**src/rtl/ind_exec_pkg.sv**
```systemverilog
package ind_exec_pkg;
  localparam int unsigned OPC_W = 13;

  typedef enum logic [3:0] {
    K_ADD, K_SUB, K_SHL, K_SHR, K_CMP,
    K_HALT, K_PUSH, K_POP, K_STORE, K_LOAD, K_BAD
  } kind_e;

  typedef enum logic [1:0] {
    A_ADD, A_SUB, A_SHL, A_SHR
  } alu_fn_e;
endpackage

```
**src/rtl/ind_exec_decode.sv**
```systemverilog
module ind_exec_decode
  import ind_exec_pkg::*;
#(
  parameter int unsigned IW = 3
) (
  input  logic [31:0]   word,
  output kind_e         kind,
  output logic [IW-1:0] idx_a,
  output logic [IW-1:0] idx_b
);
  logic [OPC_W-1:0] opc;

  assign opc   = word[28:16];
  assign idx_a = word[8 +: IW];
  assign idx_b = word[0 +: IW];

  always_comb begin
    kind = K_BAD;
    if (word[31:29] == 3'b001) begin
      case (opc)
        13'd0:   kind = K_ADD;
        13'd1:   kind = K_SUB;
        13'd2:   kind = K_SHL;
        13'd3:   kind = K_SHR;
        13'd4:   kind = K_CMP;
        13'd5:   kind = K_HALT;
        13'd6:   kind = K_PUSH;
        13'd7:   kind = K_POP;
        13'd8:   kind = K_STORE;
        13'd9:   kind = K_LOAD;
        default: kind = K_BAD;
      endcase
    end
  end
endmodule

```
**src/rtl/ind_exec_regfile.sv**
```systemverilog
module ind_exec_regfile #(
  parameter int unsigned NREG = 8,
  parameter int unsigned DW   = 32,
  localparam int unsigned IW  = $clog2(NREG)
) (
  input  logic          clk,
  input  logic          rst_n,
  input  logic [IW-1:0] rd_a_idx,
  input  logic [IW-1:0] rd_b_idx,
  output logic [DW-1:0] rd_a_data,
  output logic [DW-1:0] rd_b_data,
  input  logic          wr_en,
  input  logic [IW-1:0] wr_idx,
  input  logic [DW-1:0] wr_data
);
  logic [DW-1:0] cells [NREG];

  for (genvar i = 0; i < NREG; i++) begin : g_cell
    logic cell_en;
    assign cell_en = wr_en && (wr_idx == IW'(i));
    always_ff @(posedge clk or negedge rst_n) begin
      if (!rst_n) begin
        cells[i] <= '0;
      end else if (cell_en) begin
        cells[i] <= wr_data;
      end
    end
  end

  assign rd_a_data = cells[rd_a_idx];
  assign rd_b_data = cells[rd_b_idx];
endmodule

```
**src/rtl/ind_exec_alu.sv**
```systemverilog
module ind_exec_alu
  import ind_exec_pkg::*;
#(
  parameter int unsigned DW = 32
) (
  input  alu_fn_e       fn,
  input  logic [DW-1:0] opa,
  input  logic [DW-1:0] opb,
  output logic [DW-1:0] res,
  output logic          cout
);
  logic [DW:0] wide;

  always_comb begin
    wide = '0;
    res  = '0;
    cout = 1'b0;
    case (fn)
      A_ADD: begin
        wide = {1'b0, opa} + {1'b0, opb};
        res  = wide[DW-1:0];
        cout = wide[DW];
      end
      A_SUB: begin
        wide = {1'b0, opa} - {1'b0, opb};
        res  = wide[DW-1:0];
        cout = wide[DW];
      end
      A_SHL: begin
        res  = {opa[DW-2:0], 1'b0};
        cout = opa[DW-1];
      end
      default: begin
        res  = {1'b0, opa[DW-1:1]};
        cout = opa[0];
      end
    endcase
  end
endmodule

```
**src/rtl/ind_exec_unit.sv**
```systemverilog
module ind_exec_unit
  import ind_exec_pkg::*;
#(
  parameter int unsigned  DW        = 32,
  parameter int unsigned  AW        = 24,
  parameter int unsigned  NREG      = 8,
  parameter int unsigned  SP_STEP   = 4,
  parameter logic [AW-1:0] SP_RESET = 24'hFFFFF0,
  parameter logic [DW-1:0] TERM_REG = 32'h00FFFFFC
) (
  input  logic          clk,
  input  logic          rst_n,
  input  logic          instr_valid,
  input  logic [31:0]   instr_word,
  output logic          busy,
  output logic          halted,
  output logic          illegal_op,
  output logic          flag_zero,
  output logic          flag_carry,
  output logic          flag_neg,
  output logic          mem_req,
  output logic          mem_we,
  output logic [AW-1:0] mem_addr,
  output logic [DW-1:0] mem_wdata,
  input  logic [DW-1:0] mem_rdata,
  input  logic          mem_rvalid,
  output logic          term_strobe,
  output logic [DW-1:0] term_data
);
  localparam int unsigned IW = $clog2(NREG);

  kind_e         kind;
  logic [IW-1:0] idx_a, idx_b;
  logic [DW-1:0] val_a, val_b;
  logic [DW-1:0] alu_res;
  logic          alu_c;
  alu_fn_e       alu_fn;

  logic          accept;
  logic          rf_we;
  logic [IW-1:0] rf_widx;
  logic [DW-1:0] rf_wdata;

  logic          wait_q, wait_d;
  logic [IW-1:0] dst_q, dst_d;
  logic          halt_q, halt_d;
  logic [AW-1:0] sp_q, sp_d;
  logic          z_q, c_q, n_q;
  logic          z_d, c_d, n_d;
  logic          state_en;

  ind_exec_decode #(.IW(IW)) u_dec (
    .word  (instr_word),
    .kind  (kind),
    .idx_a (idx_a),
    .idx_b (idx_b)
  );

  ind_exec_regfile #(.NREG(NREG), .DW(DW)) u_rf (
    .clk       (clk),
    .rst_n     (rst_n),
    .rd_a_idx  (idx_a),
    .rd_b_idx  (idx_b),
    .rd_a_data (val_a),
    .rd_b_data (val_b),
    .wr_en     (rf_we),
    .wr_idx    (rf_widx),
    .wr_data   (rf_wdata)
  );

  always_comb begin
    case (kind)
      K_ADD:   alu_fn = A_ADD;
      K_SHL:   alu_fn = A_SHL;
      K_SHR:   alu_fn = A_SHR;
      default: alu_fn = A_SUB;
    endcase
  end

  ind_exec_alu #(.DW(DW)) u_alu (
    .fn   (alu_fn),
    .opa  (val_a),
    .opb  (val_b),
    .res  (alu_res),
    .cout (alu_c)
  );

  assign accept = instr_valid && !halt_q && !wait_q;

  // next-state logic
  always_comb begin
    rf_we       = 1'b0;
    rf_widx     = idx_a;
    rf_wdata    = alu_res;
    wait_d      = wait_q;
    dst_d       = dst_q;
    halt_d      = halt_q;
    sp_d        = sp_q;
    z_d         = z_q;
    c_d         = c_q;
    n_d         = n_q;
    illegal_op  = 1'b0;
    mem_req     = 1'b0;
    mem_we      = 1'b0;
    mem_addr    = '0;
    mem_wdata   = '0;
    term_strobe = 1'b0;
    term_data   = '0;

    if (wait_q && mem_rvalid) begin
      rf_we    = 1'b1;
      rf_widx  = dst_q;
      rf_wdata = mem_rdata;
      wait_d   = 1'b0;
    end

    if (accept) begin
      case (kind)
        K_ADD, K_SUB, K_SHL, K_SHR, K_CMP: begin
          rf_we = (kind != K_CMP);
          z_d   = (alu_res == '0);
          c_d   = alu_c;
          n_d   = alu_res[DW-1];
        end
        K_HALT: halt_d = 1'b1;
        K_PUSH: begin
          sp_d      = sp_q - AW'(SP_STEP);
          mem_req   = 1'b1;
          mem_we    = 1'b1;
          mem_addr  = sp_d;
          mem_wdata = val_a;
        end
        K_POP: begin
          mem_req  = 1'b1;
          mem_addr = sp_q;
          sp_d     = sp_q + AW'(SP_STEP);
          wait_d   = 1'b1;
          dst_d    = idx_a;
        end
        K_STORE: begin
          mem_req     = 1'b1;
          mem_we      = 1'b1;
          mem_addr    = val_b[AW-1:0];
          mem_wdata   = val_a;
          term_strobe = (val_b == TERM_REG);
          term_data   = term_strobe ? val_a : '0;
        end
        K_LOAD: begin
          mem_req  = 1'b1;
          mem_addr = val_a[AW-1:0];
          wait_d   = 1'b1;
          dst_d    = idx_b;
        end
        default: illegal_op = 1'b1;
      endcase
    end
  end

  assign state_en = accept || wait_q;

  // state registers
  always_ff @(posedge clk or negedge rst_n) begin
    if (!rst_n) begin
      wait_q <= 1'b0;
      dst_q  <= '0;
      halt_q <= 1'b0;
      sp_q   <= SP_RESET;
      z_q    <= 1'b0;
      c_q    <= 1'b0;
      n_q    <= 1'b0;
    end else if (state_en) begin
      wait_q <= wait_d;
      dst_q  <= dst_d;
      halt_q <= halt_d;
      sp_q   <= sp_d;
      z_q    <= z_d;
      c_q    <= c_d;
      n_q    <= n_d;
    end
  end

  assign busy       = wait_q;
  assign halted     = halt_q;
  assign flag_zero  = z_q;
  assign flag_carry = c_q;
  assign flag_neg   = n_q;
endmodule

```
**config.mk**
```make
export PLATFORM = sky130hd
export DESIGN_NAME = ind_exec_unit
export DESIGN_NICKNAME = d
export VERILOG_FILES = /design/src/rtl/ind_exec_pkg.sv /design/src/rtl/ind_exec_decode.sv /design/src/rtl/ind_exec_regfile.sv /design/src/rtl/ind_exec_alu.sv /design/src/rtl/ind_exec_unit.sv
export SDC_FILE = /design/constraint.sdc
export NUM_CORES = 1
export LEC_CHECK = 0
export BUFFER_PORTS_ARGS = -buffer_cell sky130_fd_sc_hd__buf_2
export CAP_MARGIN = 15
export CORE_MARGIN = 5
export CORE_UTILIZATION = 30
export CTS_CLUSTER_SIZE = 30
export DETAILED_ROUTE_END_ITERATION = 12
export MAX_ROUTING_LAYER = met4
export PLACE_DENSITY = 0.42
export SETUP_SLACK_MARGIN = 0.05
export SYNTH_ARGS = -nofsm -noshare
export SYNTH_HDL_FRONTEND = slang
export SYNTH_SLANG_ARGS = --single-unit
```
**constraint.sdc**
```tcl
create_clock -name clk -period 5.9 [get_ports clk]
set_input_delay 1.18 -clock clk [delete_from_list [all_inputs] [get_ports clk]]
set_output_delay 1.18 -clock clk [all_outputs]
set_load 0.05 [all_outputs]
```
# Word-level counts from Yosys, hierarchy flattened

Memories as Yosys holds them, arrays and structs flattened.
Index checks and enable logic that the tools add are counted.

Add/subtract/negate cells: 4
Order comparisons: 2
Equality and inequality tests: 21
Mux-type cells: 36
Bitwise gates (word level): 2
Reductions and logical operators: 30

Operators with widths:

| kind                                                   | count |
|---|---|
| 2-to-1 mux 32 bit                                      | 10 |
| binary-select mux 32 bit (select 3 bit)                | 2 |
| one-hot mux 24 bit (4 select lines)                    | 1 |
| one-hot mux 32 bit (3 select lines)                    | 1 |
| one-hot mux 24 bit (2 select lines)                    | 1 |
| adder 32 x 32 -> 33 bit                                | 1 |
| subtractor 32 x 32 -> 33 bit                           | 1 |
| equality test 32 x 24 -> 1 bit (second input constant) | 1 |
| zero test 32 bit                                       | 1 |
| adder 24 x 3 -> 24 bit (second input constant)         | 1 |
| 2-to-1 mux 24 bit                                      | 1 |
| subtractor 24 x 3 -> 24 bit (second input constant)    | 1 |
| equality test 4 x 3 -> 1 bit (second input constant)   | 4 |
| 2-to-1 mux 1 bit                                       | 14 |
| equality test 3 bit (second input constant)            | 4 |
| AND reduction 3 bit                                    | 4 |
| logical AND 1 bit                                      | 11 |
| OR reduction 10 bit                                    | 1 |
| zero test 9 bit                                        | 1 |
| equality test 4 x 2 -> 1 bit (second input constant)   | 2 |
| equality test 4 bit (second input constant)            | 2 |
| >= comparator 4 bit (second input constant)            | 2 |
| 2-to-1 mux 4 bit                                       | 2 |
| inverter 3 -> 4 bit                                    | 2 |
| other kinds (19)                                       | 24 |

Register bits: 288
Memory bits (read-only): 64
Output and inout bits: 97
Word-level logic and storage cells: 111
Memories kept: 1

Memory list:

| name             | depth | bits a word | rd ports | clocked after memory_dff | write ports | RTL line              | text |
|---|---|---|---|---|---|---|---|
| (name not given) | 16    | 4           | 1        | 0                        | 0           | ind_exec_decode.sv:20 | `case (opc)` |

# Longest topological paths before layout

Depth in word-level cells: 8
Depth in mapped cells: 21
Depth with buffers taken out: 18

# By module

Synthesis repeated with hierarchy kept, for this count alone.

Cell total of the unflattened synthesis: 1,863
Area total of the unflattened synthesis: 21,436.8 um^2

By module, submodules not included:

| module           | times used | cells an instance | area an instance (um^2) | seq. area each (um^2) |
|---|---|---|---|---|
| ind_exec_regfile | 1          | 779               | 13,711.9                | 6,406.1 |
| ind_exec_alu     | 1          | 601               | 3,926.3                 | 0.0 |
| ind_exec_unit    | 1          | 466               | 3,669.8                 | 775.7 |
| ind_exec_decode  | 1          | 17                | 128.9                   | 0.0 |

# Worst setup path after synthesis

OpenSTA, ideal clock, no wires.

Kind: input to register
Start point: input instr_word[9]
End point: register u_rf.cells[31] in the netlist's numbering
Setup time: 140 ps
Data arrival time: 5,920 ps
Required time: 5,760 ps
Setup slack: -160 ps
Stages on the path: 18
Path buffers: 5
Cells stage by stage: buf_2 > buf_1 > clkbuf_1 > clkbuf_1 > mux4_2 > mux2i_1 > inv_1 > ha_1 > buf_1 > o311ai_0 > a2111oi_0 > o41ai_1 > o211a_1 > a221oi_1 > o21bai_1 > a311o_1 > mux2i_1 > o21ai_0

Word-level cells in the longest chain between the ends: 7
Elaborated cells between the ends (all ways): 11
Classes of those cells: add/sub (2); eq/ne (1); mux (6); bitwise (1); reduce/logical (1)

RTL lines:

| element                                                                        | RTL line                               | text |
|---|---|---|
| start, declared                                                                | ind_exec_unit.sv:14                    | `input logic [31:0] instr_word,` |
| inverter 3 -> 4 bit (implied by the code)                                      | ind_exec_regfile.sv:30                 | `assign rd_a_data = cells[rd_a_idx];` |
| binary-select mux 32 bit (select 3 bit)                                        | ind_exec_regfile.sv:30                 |  |
| 2-to-1 mux 32 bit (implied by the code) (2 in a row)                           | ind_exec_regfile.sv:30                 |  |
| subtractor 32 x 32 -> 33 bit / adder 32 x 32 -> 33 bit (equally long branches) | ind_exec_alu.sv:25, ind_exec_alu.sv:20 |  |
| one-hot mux 32 bit (3 select lines)                                            | ind_exec_alu.sv:18                     | `case (fn)` |
| 2-to-1 mux 32 bit                                                              | ind_exec_unit.sv:110                   | `if (wait_q && mem_rvalid) begin` |
| end signal, assigned by index                                                  | ind_exec_regfile.sv:25                 | `cells[i] <= wr_data;` |
| end, declared                                                                  | ind_exec_regfile.sv:16                 | `logic [DW-1:0] cells [NREG];` |

Parallel ways exist; a longest one is shown, timed or not. The select of a mux whose other input is x is not followed.
A chain may end at the register's enable or synchronous reset.

# Worst setup path in the final report

Start point: input instr_word[0]
End point: register z_q (netlist: flag_zero)

Word-level cells in the longest chain between the ends: 7
Elaborated cells between the ends (all ways): 8
Classes of those cells: add/sub (2); mux (4); bitwise (1); reduce/logical (1)

RTL lines:

| element                                                                        | RTL line                               | text |
|---|---|---|
| inverter 3 -> 4 bit (implied by the code) *                                    | ind_exec_regfile.sv:31                 | `assign rd_b_data = cells[rd_b_idx];` |
| binary-select mux 32 bit (select 3 bit) *                                      | ind_exec_regfile.sv:31                 |  |
| 2-to-1 mux 32 bit (implied by the code) * (2 in a row)                         | ind_exec_regfile.sv:31                 |  |
| subtractor 32 x 32 -> 33 bit / adder 32 x 32 -> 33 bit (equally long branches) | ind_exec_alu.sv:25, ind_exec_alu.sv:20 |  |
| one-hot mux 32 bit (3 select lines) *                                          | ind_exec_alu.sv:18                     |  |
| zero test 32 bit *                                                             | ind_exec_unit.sv:121                   | `z_d = (alu_res == '0);` |
| end signal, assigned                                                           | ind_exec_unit.sv:176                   | `z_q <= z_d;` |
| end, declared                                                                  | ind_exec_unit.sv:48                    | `logic z_q, c_q, n_q;` |

Every way passes the cells marked *; elsewhere a longest branch is shown, timed or not. The select of a mux whose other input is x is not followed.

==> impl_metrics.py <==
metrics = {
    "synth": {
        "yosys_most_used_dff": "dfrtp_1",
        "number_of_enable_type_register_cells_in_the_synthesized_netlist": 0,
        "postSynthCellCount": 2287,
        "async_reset_ff_share_pct": 100,
        "synthAdderAreaFrac_pct": 4.19,
        "synthesis.yosys.warnings": 0,
        "xor_and_xnor_area_share_after_synthesis_pct": 2.21,
        "yosysSeqAreaShare_pct": 34.2,
        "synth.ff_latch_count": 286,
        "synth_compound_gate_area_share_pct": 15.4,
        "post_synthesis_mux_area_share_pct": 21.5,
        "syn-num-nets": 2424,
        "post_synth_and_or_nand_nor_area_fraction_pct": 17.5,
        "synth.distinct_cells": 81,
        "average_instance_area_after_synthesis_um2": 9.17,
        "synthesis.area_mm2": 0.0210,
        "largest_family_of_logic_cells_by_synthesized_area": "multiplexers",
    },
    "route": {
        "detail_route.drc_violations": 0,
        "postRouteAntennaNets": 0,
        "postRouteWirelength_mm": 92.2,
        "first_pass_iters": 8,
        "route.detailed.vias_per_inst": 5.41,
        "post_drt_wl_per_cell_um": 24.5,
        "num_vias": 20300,
        "initialDrtViolationCount": 1882,
    },
    "run_status": {
        "outcome": "finished clean",
    },
    "worst_setup_path": {
        "worst-path-max-fanout": 7,
        "critPathArrivalTime_ns": 6.16,
        "critPathCaptureType": "register",
        "nature_of_the_critical_path_startpoint": "primary input",
        "timing.critical_path.required_ns": 6.40,
        "worst-setup-path-type": "primary input to register",
    },
    "floorplan": {
        "initial_utilization_pct": 30.1,
        "ioPinCount": 165,
        "fp.dieH_um": 274,
        "core.rowCount": 97,
        "floorplan.die_area_mm2": 0.0753,
        "die-width_um": 274,
        "placeableCoreArea_mm2": 0.0697,
    },
    "placed_design": {
        "port-buffer-count": 154,
        "post_dp_cell_area_mm2": 0.0260,
        "routabilityCongestion": 0.954,
        "dp_slack_ns": -0.389,
        "place.detailed.hpwl_mm": 70.1,
    },
    "timing": {
        "timing_max_transition_violations_final": 0,
        "post-route-worst-setup-slack_ns": 0.244,
        "final_min_period_over_clock_period_pct": 95.9,
        "slew_headroom_pct": 24.0,
        "setup_viol": 0,
        "timing_hold_violations_final": 0,
        "unrepaired_setup_endpoints_after_global_routing": "no",
        "timing.clock.skew_ns": 0.0307,
        "max_freq_mhz": 177,
        "period_needed_ns": 5.66,
        "worstMarginPinSlew_ns": 1.14,
    },
    "cells_and_area": {
        "design_area_mm2": 0.0275,
        "area_growth_pct": 31.2,
        "mostFrequentLayoutCell": "buf_4",
        "layout.cells.most_common_list": "buf_4 (471), nand2_1 (404), dfrtp_1 (266), nor2_1 (209), o21ai_0 (156)",
        "antenna_cells": 0,
        "layout.core_utilization_pct": 39.5,
        "num-nets-final": 2928,
        "layout_cells_sized_above_1_pct": 34.4,
    },
    "hold_path": {
        "worstHoldPathType": "register to register",
    },
    "cts": {
        "cts_max_level": 2,
        "clk_pin_slew_worst_paths_ns": 0.06,
        "numCtsBuffers": 38,
        "clk-insertion-delay-late_ns": 0.58,
        "cts_buffer_depth": 3,
        "hold_buffers": 0,
        "cts_tree": "yes",
        "cts_num_sinks": 286,
        "root_buffer": "clkbuf_16",
    },
    "grt": {
        "vias_in_the_first_global_route": 20500,
        "maximum_number_of_pins_on_one_net_before_global_route_repair": 120,
        "grt_first_pass_wirelength_mm": 136,
        "grt_util_all_layers_pct": 24.7,
        "grt_antenna_before_repair": 0,
        "globalRoute.totalOverflow": 0,
    },
    "flow_run": {
        "maxCapViolations": 0,
    },
    "power_and_ir_drop": {
        "vdd_ir_drop_max_mv": 0.218,
        "pwr_density_cell_mw_per_mm2": 168,
        "total_leakage_power_nw": 13.5,
        "total_power_mw": 4.62,
    },
}
==> registers in the layout, indices dropped and copies added (netlist names) <==
name	count
u_rf.cells	256
sp_q	22
dst_q	3
busy	1
flag_carry	1
flag_neg	1
flag_zero	1
halted	1
==> per-layer routing <==
metal,global-route usage [%],routed length [um],up-vias
li1,-,-,9325
met1,34.1,42200,10300
met2,38.7,42300,627
met3,3.54,5420,117
met4,6.05,2330,0
met5,-,0,-
==> area by class of cell <==
| type | count | area [um2] |
|---|---|---|
| fillers | 7088 | 42200 |
| flip-flops and latches | 286 | 7180 |
| multi-input cells | 1736 | 12900 |
| repair buffers | 629 | 4600 |
| inverters | 100 | 375 |
| well taps | 940 | 1180 |
| clock inverters | 13 | 190 |
| clock buffers | 56 | 1140 |
==> power breakdown <==
part           switching (mW)  leakage [nW]  internal, mW
sequential           0.000119          3.92          1.96
clock                   0.968         0.651          1.45
combinational           0.147          8.97        0.0943
total                    1.12          13.5          3.50
==> worst paths after layout <==
kind / to / start / cells after the start / slack (ns)
setup / recovery: flag_zero$_DFFE_PN0P_ / instr_word[0] / 20 / 0.24
hold / removal: u_rf.cells[229]$_DFFE_PN0P_ / u_rf.cells[229]$_DFFE_PN0P_ / 2 / 0.49
max in group asynchronous: dst_q[1]$_DFFE_PN0P_ / rst_n / 2 / 4.18
hold reg to reg: u_rf.cells[229]$_DFFE_PN0P_ / u_rf.cells[229]$_DFFE_PN0P_ / 2 / 0.49
min in group asynchronous: flag_neg$_DFFE_PN0P_ / rst_n / 1 / 0.56
setup reg to reg: flag_zero$_DFFE_PN0P_ / u_rf.cells[102]$_DFFE_PN0P_ / 18 / 0.81
==> kinds of logic (layout without fill, tap and decap cells) <==
| group | count (synthesis) | in the layout |
|---|---|---|
| AO/OA/AOI/OAI | 500 | 500 |
| XOR/XNOR | 53 | 53 |
| adder cells (fa/ha/maj) | 69 | 69 |
| buffers and inverters | 265 | 798 |
| flip-flops | 286 | 286 |
| multiplexers | 280 | 280 |
| AND/OR/NAND/NOR | 834 | 834 |
==> metrics by stage <==
| stage | setup TNS [ns] | hold WS [ns] | std cells |
|---|---|---|---|
| after CTS | 0 | 0.496 | 3759 |
| after floorplan | 0 | 0.457 | 2287 |
| after detailed placement | -17.77 | 0.482 | 3688 |
| final | 0 | 0.493 | 3760 |
| after global routing | 0 | 0.526 | 3760 |
| after global placement | -19.04 | 0.473 | 3688 |
==> what timing repair did <==
action | in CTS | in global routing
resized for setup | 0 | 38
endpoints found under the setup margin | 33 | 52
cloned | 0 | 1
setup buffers | 2 | 0
==> Yosys cell counts (16+ instances only) <==
cell / n / area share (%)
nand2_1: 413 / 7.4
dfrtp_1: 266 / 32
nor2_1: 210 / 3.8
o21ai_0: 156 / 3.7
clkbuf_1: 129 / 2.3
mux4_2: 128 / 14
a21oi_1: 106 / 2.5
inv_1: 100 / 1.8
mux2_2: 91 / 4.9
ha_1: 67 / 4.0
mux2i_1: 61 / 2.9
nor3_1: 31 / 0.74
nand3_1: 28 / 0.67
nor4_1: 27 / 0.81
xor2_1: 27 / 1.1
xnor2_1: 26 / 1.1
o22ai_1: 25 / 0.75
and3_1: 22 / 0.66
o31ai_1: 22 / 0.79
a222oi_1: 21 / 1.0
dfstp_2: 20 / 2.5
nand4_1: 20 / 0.60
buf_2: 18 / 0.43
nor2b_1: 18 / 0.54
buf_1: 17 / 0.30
o221ai_1: 16 / 0.67
==> worst max-delay path, stage by stage <==
cell and delay [ns]:
buf_4 0.19, buf_12 0.14, mux4_2 0.48, mux2i_1 0.50
buf_4 0.22, inv_1 0.05, ha_1 0.23, nor3b_1 0.27
or2_2 0.18, a31oi_1 0.04, buf_4 0.17, a21oi_1 0.41
o41ai_1 0.17, o211a_1 0.21, a221oi_1 0.53, o21bai_1 0.15
a311o_1 0.45, nor4_1 0.30, buf_4 0.16, a22o_1 0.12
Note: power is estimated with default switching activity, not from simulation.
